**config.mk**
```make
export PLATFORM = sky130hd
export DESIGN_NAME = sdram_rfpd_seq
export DESIGN_NICKNAME = d
export VERILOG_FILES = /design/src/rtl/rfpd_pkg.sv /design/src/rtl/rfpd_downcnt.sv /design/src/rtl/rfpd_pend.sv /design/src/rtl/rfpd_pin_enc.sv /design/src/rtl/sdram_rfpd_seq.sv
export SDC_FILE = /design/constraint.sdc
export NUM_CORES = 1
export LEC_CHECK = 0
export BUFFER_PORTS_ARGS = -buffer_cell sky130_fd_sc_hd__buf_2
export CORE_MARGIN = 2
export CORE_UTILIZATION = 60
export DETAILED_ROUTE_END_ITERATION = 8
export GPL_ROUTABILITY_DRIVEN = 1
export PLACE_DENSITY = 0.83
export SYNTH_ARGS = -nofsm -noshare
export SYNTH_HDL_FRONTEND = slang
export SYNTH_SLANG_ARGS = --single-unit
```
**constraint.sdc**
```tcl
create_clock -name clk -period 3.5 [get_ports clk]
set_input_delay 0.175 -clock clk [delete_from_list [all_inputs] [get_ports clk]]
set_output_delay 0.175 -clock clk [all_outputs]
set_load 0.05 [all_outputs]
```
**src/rtl/rfpd_pkg.sv**
```systemverilog
package rfpd_pkg;

    typedef enum logic [1:0] {
        MODE_IDLE = 2'd0,
        MODE_SREF = 2'd1,
        MODE_PDN  = 2'd2
    } mode_e;

    typedef enum logic [1:0] {
        CMD_NOP = 2'd0,
        CMD_REF = 2'd1,
        CMD_SRE = 2'd2
    } cmd_e;

    typedef struct packed {
        mode_e mode;
        logic  cke;
        cmd_e  cmd;
    } seq_t;

    localparam int unsigned NUM_REQ = 3;
    localparam int unsigned REQ_REF = 0;
    localparam int unsigned REQ_SRE = 1;
    localparam int unsigned REQ_PDE = 2;

endpackage

```
**src/rtl/rfpd_downcnt.sv**
```systemverilog
module rfpd_downcnt #(
    parameter int unsigned W = 4
) (
    input  logic         clk,
    input  logic         rst_n,
    input  logic         load_i,
    input  logic [W-1:0] load_val_i,
    input  logic         dec_i,
    output logic [W-1:0] cnt_o,
    output logic         zero_o
);

    logic [W-1:0] cnt_d, cnt_q;

    always_comb begin
        cnt_d = cnt_q;
        if (load_i) begin
            cnt_d = load_val_i;
        end else if (dec_i && (cnt_q != '0)) begin
            cnt_d = cnt_q - 1'b1;
        end
    end

    always_ff @(posedge clk or negedge rst_n) begin
        if (!rst_n) begin
            cnt_q <= '0;
        end else begin
            cnt_q <= cnt_d;
        end
    end

    assign cnt_o  = cnt_q;
    assign zero_o = (cnt_q == '0);

endmodule

```
**src/rtl/rfpd_pend.sv**
```systemverilog
module rfpd_pend #(
    parameter int unsigned N = 3
) (
    input  logic         clk,
    input  logic         rst_n,
    input  logic [N-1:0] req_i,
    input  logic         serve_i,
    output logic [N-1:0] grant_o,
    output logic         any_o
);

    logic [N-1:0] pend_d, pend_q;
    logic [N-1:0] live;

    assign live  = pend_q | req_i;
    assign any_o = |live;

    for (genvar i = 0; i < N; i++) begin : g_pri
        if (i == 0) begin : g_first
            assign grant_o[i] = live[i];
        end else begin : g_rest
            assign grant_o[i] = live[i] & ~(|live[i-1:0]);
        end
    end

    always_comb begin
        pend_d = live;
        if (serve_i) begin
            pend_d = live & ~grant_o;
        end
    end

    always_ff @(posedge clk or negedge rst_n) begin
        if (!rst_n) begin
            pend_q <= '0;
        end else begin
            pend_q <= pend_d;
        end
    end

endmodule

```
**src/rtl/rfpd_pin_enc.sv**
```systemverilog
module rfpd_pin_enc
    import rfpd_pkg::*;
(
    input  cmd_e cmd_i,
    output logic ras_n_o,
    output logic cas_n_o,
    output logic we_n_o
);

    always_comb begin
        ras_n_o = 1'b1;
        cas_n_o = 1'b1;
        we_n_o  = 1'b1;
        unique case (cmd_i)
            CMD_REF, CMD_SRE: begin
                ras_n_o = 1'b0;
                cas_n_o = 1'b0;
            end
            default: ;
        endcase
    end

endmodule

```
**src/rtl/sdram_rfpd_seq.sv**
```systemverilog
module sdram_rfpd_seq
    import rfpd_pkg::*;
#(
    parameter int unsigned TRC     = 7,
    parameter int unsigned TRP     = 3,
    parameter int unsigned PD_MAX  = 1000,
    parameter int unsigned PD_EXIT = 1
) (
    input  logic       clk,
    input  logic       rst_n,
    input  logic       all_pre_i,
    input  logic       pre_cmd_i,
    input  logic       ref_req_i,
    input  logic       sr_enter_i,
    input  logic       sr_exit_i,
    input  logic       pd_enter_i,
    input  logic       pd_exit_i,
    output logic       cke_o,
    output logic       ras_n_o,
    output logic       cas_n_o,
    output logic       we_n_o,
    output logic       ready_o,
    output logic [1:0] mode_o
);

    localparam int unsigned REC_MAX = (TRC > PD_EXIT) ? TRC : PD_EXIT;
    localparam int unsigned REC_W   = $clog2(REC_MAX + 1);
    localparam int unsigned TRP_W   = $clog2(TRP + 1);
    localparam int unsigned PD_W    = $clog2(PD_MAX + 1);

    seq_t seq_d, seq_q;

    logic               rec_load;
    logic [REC_W-1:0]   rec_val;
    logic [REC_W-1:0]   rec_cnt;
    logic               rec_zero;
    logic [TRP_W-1:0]   trp_cnt;
    logic               trp_zero;
    logic               pd_load;
    logic [PD_W-1:0]    pd_cnt;
    logic               pd_zero;
    logic               serve;
    logic [NUM_REQ-1:0] req_vec;
    logic [NUM_REQ-1:0] grant;
    logic               pend_any;
    logic               issue_ok;

    assign req_vec[REQ_REF] = ref_req_i;
    assign req_vec[REQ_SRE] = sr_enter_i;
    assign req_vec[REQ_PDE] = pd_enter_i;

    rfpd_pend #(.N(NUM_REQ)) u_pend (
        .clk     (clk),
        .rst_n   (rst_n),
        .req_i   (req_vec),
        .serve_i (serve),
        .grant_o (grant),
        .any_o   (pend_any)
    );

    rfpd_downcnt #(.W(REC_W)) u_rec_cnt (
        .clk        (clk),
        .rst_n      (rst_n),
        .load_i     (rec_load),
        .load_val_i (rec_val),
        .dec_i      (1'b1),
        .cnt_o      (rec_cnt),
        .zero_o     (rec_zero)
    );

    rfpd_downcnt #(.W(TRP_W)) u_trp_cnt (
        .clk        (clk),
        .rst_n      (rst_n),
        .load_i     (pre_cmd_i),
        .load_val_i (TRP_W'(TRP)),
        .dec_i      (1'b1),
        .cnt_o      (trp_cnt),
        .zero_o     (trp_zero)
    );

    rfpd_downcnt #(.W(PD_W)) u_pd_cnt (
        .clk        (clk),
        .rst_n      (rst_n),
        .load_i     (pd_load),
        .load_val_i (PD_W'(PD_MAX - 1)),
        .dec_i      (seq_q.mode == MODE_PDN),
        .cnt_o      (pd_cnt),
        .zero_o     (pd_zero)
    );

    assign issue_ok = all_pre_i && !pre_cmd_i && rec_zero && trp_zero;

    always_comb begin
        seq_d    = seq_q;
        seq_d.cmd = CMD_NOP;
        rec_load = 1'b0;
        rec_val  = '0;
        pd_load  = 1'b0;
        serve    = 1'b0;
        unique case (seq_q.mode)
            MODE_IDLE: begin
                seq_d.cke = 1'b1;
                if (issue_ok && pend_any) begin
                    serve = 1'b1;
                    if (grant[REQ_REF]) begin
                        seq_d.cmd = CMD_REF;
                        rec_load  = 1'b1;
                        rec_val   = REC_W'(TRC);
                    end else if (grant[REQ_SRE]) begin
                        seq_d.cmd  = CMD_SRE;
                        seq_d.cke  = 1'b0;
                        seq_d.mode = MODE_SREF;
                    end else begin
                        seq_d.cke  = 1'b0;
                        seq_d.mode = MODE_PDN;
                        pd_load    = 1'b1;
                    end
                end
            end
            MODE_SREF: begin
                seq_d.cke = 1'b0;
                if (sr_exit_i) begin
                    seq_d.cke  = 1'b1;
                    seq_d.mode = MODE_IDLE;
                    rec_load   = 1'b1;
                    rec_val    = REC_W'(TRC);
                end
            end
            MODE_PDN: begin
                seq_d.cke = 1'b0;
                if (pd_exit_i || pd_zero) begin
                    seq_d.cke  = 1'b1;
                    seq_d.mode = MODE_IDLE;
                    rec_load   = 1'b1;
                    rec_val    = REC_W'(PD_EXIT);
                end
            end
            default: begin
                seq_d.cke  = 1'b1;
                seq_d.mode = MODE_IDLE;
            end
        endcase
    end

    always_ff @(posedge clk or negedge rst_n) begin
        if (!rst_n) begin
            seq_q <= '{mode: MODE_IDLE, cke: 1'b1, cmd: CMD_NOP};
        end else begin
            seq_q <= seq_d;
        end
    end

    rfpd_pin_enc u_pin_enc (
        .cmd_i   (seq_q.cmd),
        .ras_n_o (ras_n_o),
        .cas_n_o (cas_n_o),
        .we_n_o  (we_n_o)
    );

    assign cke_o   = seq_q.cke;
    assign mode_o  = seq_q.mode;
    assign ready_o = (seq_q.mode == MODE_IDLE) && rec_zero;

endmodule

```
# --- Word level (Yosys, flattened, before mapping) ---
# Cells that the tools add are included.
word_totals:
  output_inout_bits: 7
  reg_bits: 23
  word_cells: 80
op_classes:
  reduce_logical: 22
  n_bitwise: 7
  n_addsub: 3
  eq_ne: 8
  n_mux: 33
ops:
  columns: ["op", "count"]
  rows:
  - ["$mux 3", 10]
  - ["$mux 10", 2]
  - ["$pmux 3 s3", 2]
  - ["$mux 1", 12]
  - ["$logic_not 10->1", 1]
  - ["$mux 2", 5]
  - ["$reduce_bool 10->1", 1]
  - ["$sub 10x1->10 const B", 1]
  - ["$ne 2x2->1 const B", 4]
  - ["$reduce_bool 2->1", 4]
  - ["$logic_and 1x1->1", 6]
  - ["$mux 5", 1]
  - ["$eq 2x1->1 const B", 2]
  - ["$eq 2x2->1 const B", 2]
  - ["$logic_not 2->1", 2]
  - ["$reduce_and 4->1", 1]
  - ["$reduce_or 2->1", 2]
  - ["$and 3x3->3", 1]
  - ["$logic_not 3->1", 1]
  - ["$not 3->3", 1]
  - ["$or 3x3->3", 1]
  - ["$pmux 1 s3", 1]
  - ["$reduce_bool 3->1", 1]
  - ["$reduce_or 3->1", 1]
  - ["6 further kinds", 8]

# --- Longest topological paths before layout ---
depth:
  depth_word: 8
  depth_mapped: 7
  depth_no_buf: 6

# --- Hierarchy ---
# A second synthesis with hierarchy kept.
unflattened:
  cells_unflattened: 149
  area_unflattened_um2: 1423.9
modules_own_cells:
  columns: ["mod", "n_inst", "cells_each", "seq_area_each_um2", "area_each_um2"]
  rows:
  - ["rfpd_downcnt (u_pd_cnt)", 1, 67, 250.2, 621.8]
  - ["sdram_rfpd_seq", 1, 32, 126.4, 320.3]
  - ["rfpd_downcnt (u_rec_cnt)", 1, 19, 75.1, 190.2]
  - ["rfpd_downcnt (u_trp_cnt)", 1, 13, 50.0, 132.6]
  - ["rfpd_pend", 1, 14, 75.1, 131.4]
  - ["rfpd_pin_enc", 1, 4, 0.0, 27.5]

# --- Worst setup path after synthesis ---
# OpenSTA, ideal clock, no wires.
synth_path:
  path_type: "reg-to-reg"
  start: "register u_pd_cnt.cnt_q[0] (netlist: u_pd_cnt.cnt_o[0])"
  end: "register u_pd_cnt.cnt_q[1] (netlist: u_pd_cnt.cnt_o[1])"
  setup_slack_ns: 1.529
  setup_time_ns: 0.071
  n_path_buf: 1
  path_stages_with_launch: 8
  arrival_ns: 1.901
  t_required_ns: 3.429
  cell_sequence: "dfrtp_1 -> inv_1 -> ha_1 -> or4b_1 -> buf_2 -> o41a_4 -> mux2_4 -> nand2_2"
synth_between:
  elab_chain_cells: 3
  elab_cells_between_ends: 6
  cone_classes: "add/sub (1); mux (2); reduce/logical (3)"
synth_rtl:
  columns: ["element", "line_no", "text"]
  rows:
  - ["start, declared", "rfpd_downcnt.sv:13", "logic [W-1:0] cnt_d, cnt_q;"]
  - ["start signal, assigned", "rfpd_downcnt.sv:28", "cnt_q <= cnt_d;"]
  - ["$sub 10x1->10 / $reduce_bool 10->1 (equally long branches)", "rfpd_downcnt.sv:20, rfpd_downcnt.sv:19", null]
  - ["$mux 10 / $logic_and 1x1->1 (equally long branches)", "rfpd_downcnt.sv:19", "end else if (dec_i && (cnt_q != '0)) begin"]
  - ["$mux 10 / $reduce_bool 2->1 (equally long branches)", null, null]
# Parallel ways exist; a longest one is shown, timed or not. The select of a mux whose other input is x is not followed.
# A chain may end at the register's enable or synchronous reset.

# --- Worst setup path in the final report ---
layout_path:
  start: "register u_rec_cnt.cnt_q[0] (netlist: u_rec_cnt.cnt_o[0])"
  end: "register u_pd_cnt.cnt_q[3] (netlist: u_pd_cnt.cnt_o[3])"
layout_between:
  elab_chain_cells: 7
  elab_cells_between_ends: 8
  cone_classes: "mux (3); reduce/logical (5)"
layout_rtl:
  columns: ["element", "line_no", "text"]
  rows:
  - ["start, declared", "rfpd_downcnt.sv:13", null]
  - ["start signal, assigned", "rfpd_downcnt.sv:28", null]
  - ["$logic_not 3->1 (*)", "rfpd_downcnt.sv:33", "assign zero_o = (cnt_q == '0);"]
  - ["$logic_and 1x1->1 (*) (2 in series)", "sdram_rfpd_seq.sv:91", "assign issue_ok = all_pre_i && !pre_cmd_i && rec_zero && trp_zero;"]
  - ["$logic_and 1x1->1 (*)", "sdram_rfpd_seq.sv:103", "if (issue_ok && pend_any) begin"]
  - ["$mux 1 (*)", "sdram_rfpd_seq.sv:103", null]
  - ["$mux 1 (*)", "sdram_rfpd_seq.sv:100", "unique case (seq_q.mode)"]
  - ["$mux 10 / $reduce_bool 2->1 (equally long branches)", null, null]
# Mark *: on every way between the ends. The rest lies on a longest branch, timed or not.

==> results.py <==
metrics = {
    "timing": {
        "fin_setup_tns_ns": 0,
        "final.period_utilization_pct": 62.1,
        "worst_hold_slack_ns": 0.0713,
        "drv_slew": 0,
        "fin_worst_skew_ns": 0.00610,
        "hold_violations": 0,
        "relSlewSlack_pct": 53.2,
        "rsz0062_at_grt": "no",
        "layout_min_cycle_time_ns": 2.17,
        "max_freq_mhz": 460,
        "setup_viol": 0,
        "worst_pin_slew_ns": 0.696,
    },
    "min_path": {
        "worst_hold_path_type": "input port to flip-flop",
    },
    "final_layout": {
        "fin_nets": 152,
        "drive_gt1_share_pct": 18.2,
        "seq_area_sq_um": 577,
        "multi_input_area_sq_um": 583,
        "nFillCells": 169,
        "n_antenna_cell": 0,
        "areaGrowthSynthToFinish_pct": 8.17,
    },
    "clocking": {
        "numClockSinks": 23,
        "clockBufferDepth": 2,
        "numCtsBuffers": 3,
        "cts.clk_slew.worst_paths_ns": 0.12,
        "htree_levels": 1,
        "cts_tree": "done",
        "cts_root_buffer": "clkbuf_4",
        "cts_resized": 0,
        "post_cts_buffers": 0,
        "clk_latency_ns": 0.31,
    },
    "placed_design": {
        "dp_hpwl_mm": 1.68,
        "place.gp.congestion": 0.875,
        "port_buffers": 14,
    },
    "logic_synthesis": {
        "synth_fp_nets": 138,
        "syn_area_per_cell_sq_um": 10.0,
        "netlist.area_leader.share_pct": 44.4,
        "ys_seq_area_share_pct": 46.5,
        "synth_common_cells": "dfrtp_1, inv_1, nand2_1, nor2_1",
        "synth_area_leader_cell": "dfrtp_1",
        "synth_seq_cells": 23,
        "ys_warn_count": 0,
        "synth_most_common_cell": "dfrtp_1",
        "synth_flop_cell": "dfrtp_1",
        "synth_edf_count": 0,
        "synth_area_sq_um": 1240,
        "ys_top_cells_by_area": "dfrtp_1, ha_1, inv_1",
        "netlist_instances": 124,
        "async_flop_share_pct": 100,
        "ys_types": 39,
    },
    "worst_setup_path": {
        "cp.required_ns": 3.71,
        "crit_path_start_kind": "flip-flop",
        "crit_path_end_kind": "flip-flop",
        "crit_fanout": 10,
        "worstPathCellList": "inv_1 > ha_1 > or4b_1 > a211oi_2 > nand2_1 > a21boi_0",
        "cp_slowest_stage_delay_ns": 0.51,
        "cp_data_arrival_time_ns": 2.38,
        "cp_slowest_cell": "or4b_1",
        "path_class": "flip-flop to flip-flop",
    },
    "global_routing": {
        "grt_start_max_net_pins": 24,
        "antenna_found_initial": 0,
        "grt_first_pass_wirelength_mm": 3.97,
        "grt_pass1_vias": 913,
        "overflow": 0,
        "grt_use_total_pct": 20.8,
    },
    "run_status": {
        "status": "finished clean",
    },
    "detailed_routing": {
        "firstDrtPassIters": 4,
        "vias_per_cell": 5.77,
        "final_antenna_net_count": 0,
        "wirelength_mm": 2.21,
        "wl_per_cell_um": 13.5,
        "num_vias": 946,
        "drt_iter0_markers": 22,
        "drc": 0,
    },
    "floorplanning": {
        "die_area_sq_um": 2450,
        "row_count": 16,
        "fp.coreArea_sq_um": 1960,
        "ioPinCount": 16,
        "fp.dieW_um": 49.5,
        "start_util_pct": 63.2,
        "dieHeight_um": 49.5,
    },
    "power_and_ir_drop": {
        "swShare_pct": 32.8,
        "internal_power_mw": 0.410,
        "pwr-share-clk_pct": 19.9,
        "vdd_drop_max_mv": 0.426,
        "switchingPower_mw": 0.200,
        "p_per_area_nw_per_um2": 455,
        "power_frac_seq_pct": 51.0,
        "p_comb_share_pct": 29.1,
        "p_leak_nw": 0.538,
    },
    "job": {
        "drv_cap": 0,
    },
}
cell usage in the layout, fill, tap and decap left out, drive strengths merged, types with 2 or more instances in the layout:
| cell | instances |
|---|---|
| a21oi | 5 |
| buf | 14 |
| clkbuf | 4 |
| dfrtp | 22 |
| ha | 5 |
| inv | 11 |
| nand2 | 8 |
| nand2b | 3 |
| nand3 | 6 |
| nand3b | 2 |
| nor2 | 7 |
| nor2b | 2 |
| nor3 | 3 |
| nor3b | 3 |
| nor4 | 2 |
| o211ai | 4 |
| o21ai | 6 |
| or2 | 2 |
| or3 | 4 |
| or4b | 2 |
| xnor2 | 3 |
| xor2 | 3 |
power by group through the flow:
stage                     logic, mW  clock network (mW)  registers (mW)
after floorplan               0.141                   0           0.312
after global placement        0.168                   0           0.315
after detailed placement      0.177                   0           0.316
after CTS                     0.180               0.122           0.311
after global routing          0.202               0.137           0.315
final                         0.178               0.121           0.311
logic make-up (layout without fill, tap and decap cells):
group	Yosys count	count (layout)	synth area share, %
xor+xnor	6	6	4.24
fa+ha+maj	5	5	5.05
flops	23	23	46.5
mux	2	2	2.02
compound gates	25	25	14.6
other cells	1	1	0.302
buf+inv	17	30	6.46
simple gates	45	45	20.8
area by class of cell:
class / instances / area share [%]
Clock buffer: 4 / 1.96
Inverter: 11 / 3.08
Multi-Input combinational cell: 84 / 43.5
Sequential cell: 23 / 43.0
Tap cell: 27 / 2.52
Timing Repair Buffer: 15 / 5.97
state kept, by name, indices dropped and copies added, names as in the netlist:
| name | count |
|---|---|
| u_rec_cnt.cnt_o | 3 |
| u_pend.pend_q | 3 |
| seq_q | 2 |
| cke_o | 1 |
| u_trp_cnt.cnt_o | 2 |
| mode_o | 2 |
| u_pd_cnt.cnt_o | 10 |
worst paths after layout:
kind | slack, ns | cells past startpoint | to | from
worst min register to register | 0.55 | 2 | u_pend.pend_q[2] | u_pend.pend_q[2]
worst max register to register | 1.33 | 6 | u_pd_cnt.cnt_o[3] | u_rec_cnt.cnt_o[0]
max in group asynchronous | 2.80 | 2 | cke_o | rst_n
worst max-delay path | 1.33 | 6 | u_pd_cnt.cnt_o[3] | u_rec_cnt.cnt_o[0]
min in group asynchronous | 0.34 | 2 | mode_o[0] | rst_n
worst min-delay path | 0.07 | 2 | mode_o[1] | pd_exit_i
layer usage:
metal  GRT usage (%)  vias up  part of all wire, %
met5               0        -                    0
met4            6.94        0                 0.90
met3            3.03        3                  3.7
met2            34.0       21                   48
met1            28.6      465                   47
li1                -      457                    -
through the flow:
step / instances / utilization, % / power [mW] / area (sq um) / worst slack (ns)
after floorplan: 124 / - / 0.453 / 1240 / 1.53
after global placement: 159 / 66.5 / 0.483 / 1310 / 1.46
after detailed placement: 159 / 66.5 / 0.494 / 1310 / 1.34
after CTS: 164 / 68.4 / 0.613 / 1340 / 1.34
after global routing: 164 / 68.4 / 0.655 / 1340 / 1.17
final: 164 / 68.4 / 0.610 / 1340 / 1.33
worst max-delay path: cells and delay by family (launching register included):
family,cells,cell delay [ns]
AOI/OAI and AO/OA,2,0.54
adders and majority gates,1,0.22
buffers and inverters,1,0.11
DFF,1,0.38
and+or+nand+nor,2,0.82
what timing repair did:
item	4_1_cts	5_1_grt
hold buffers	1	0
setup endpoints to repair	0	0
hold endpoints to repair	22	0
Note: power is estimated with default switching activity, not from simulation.
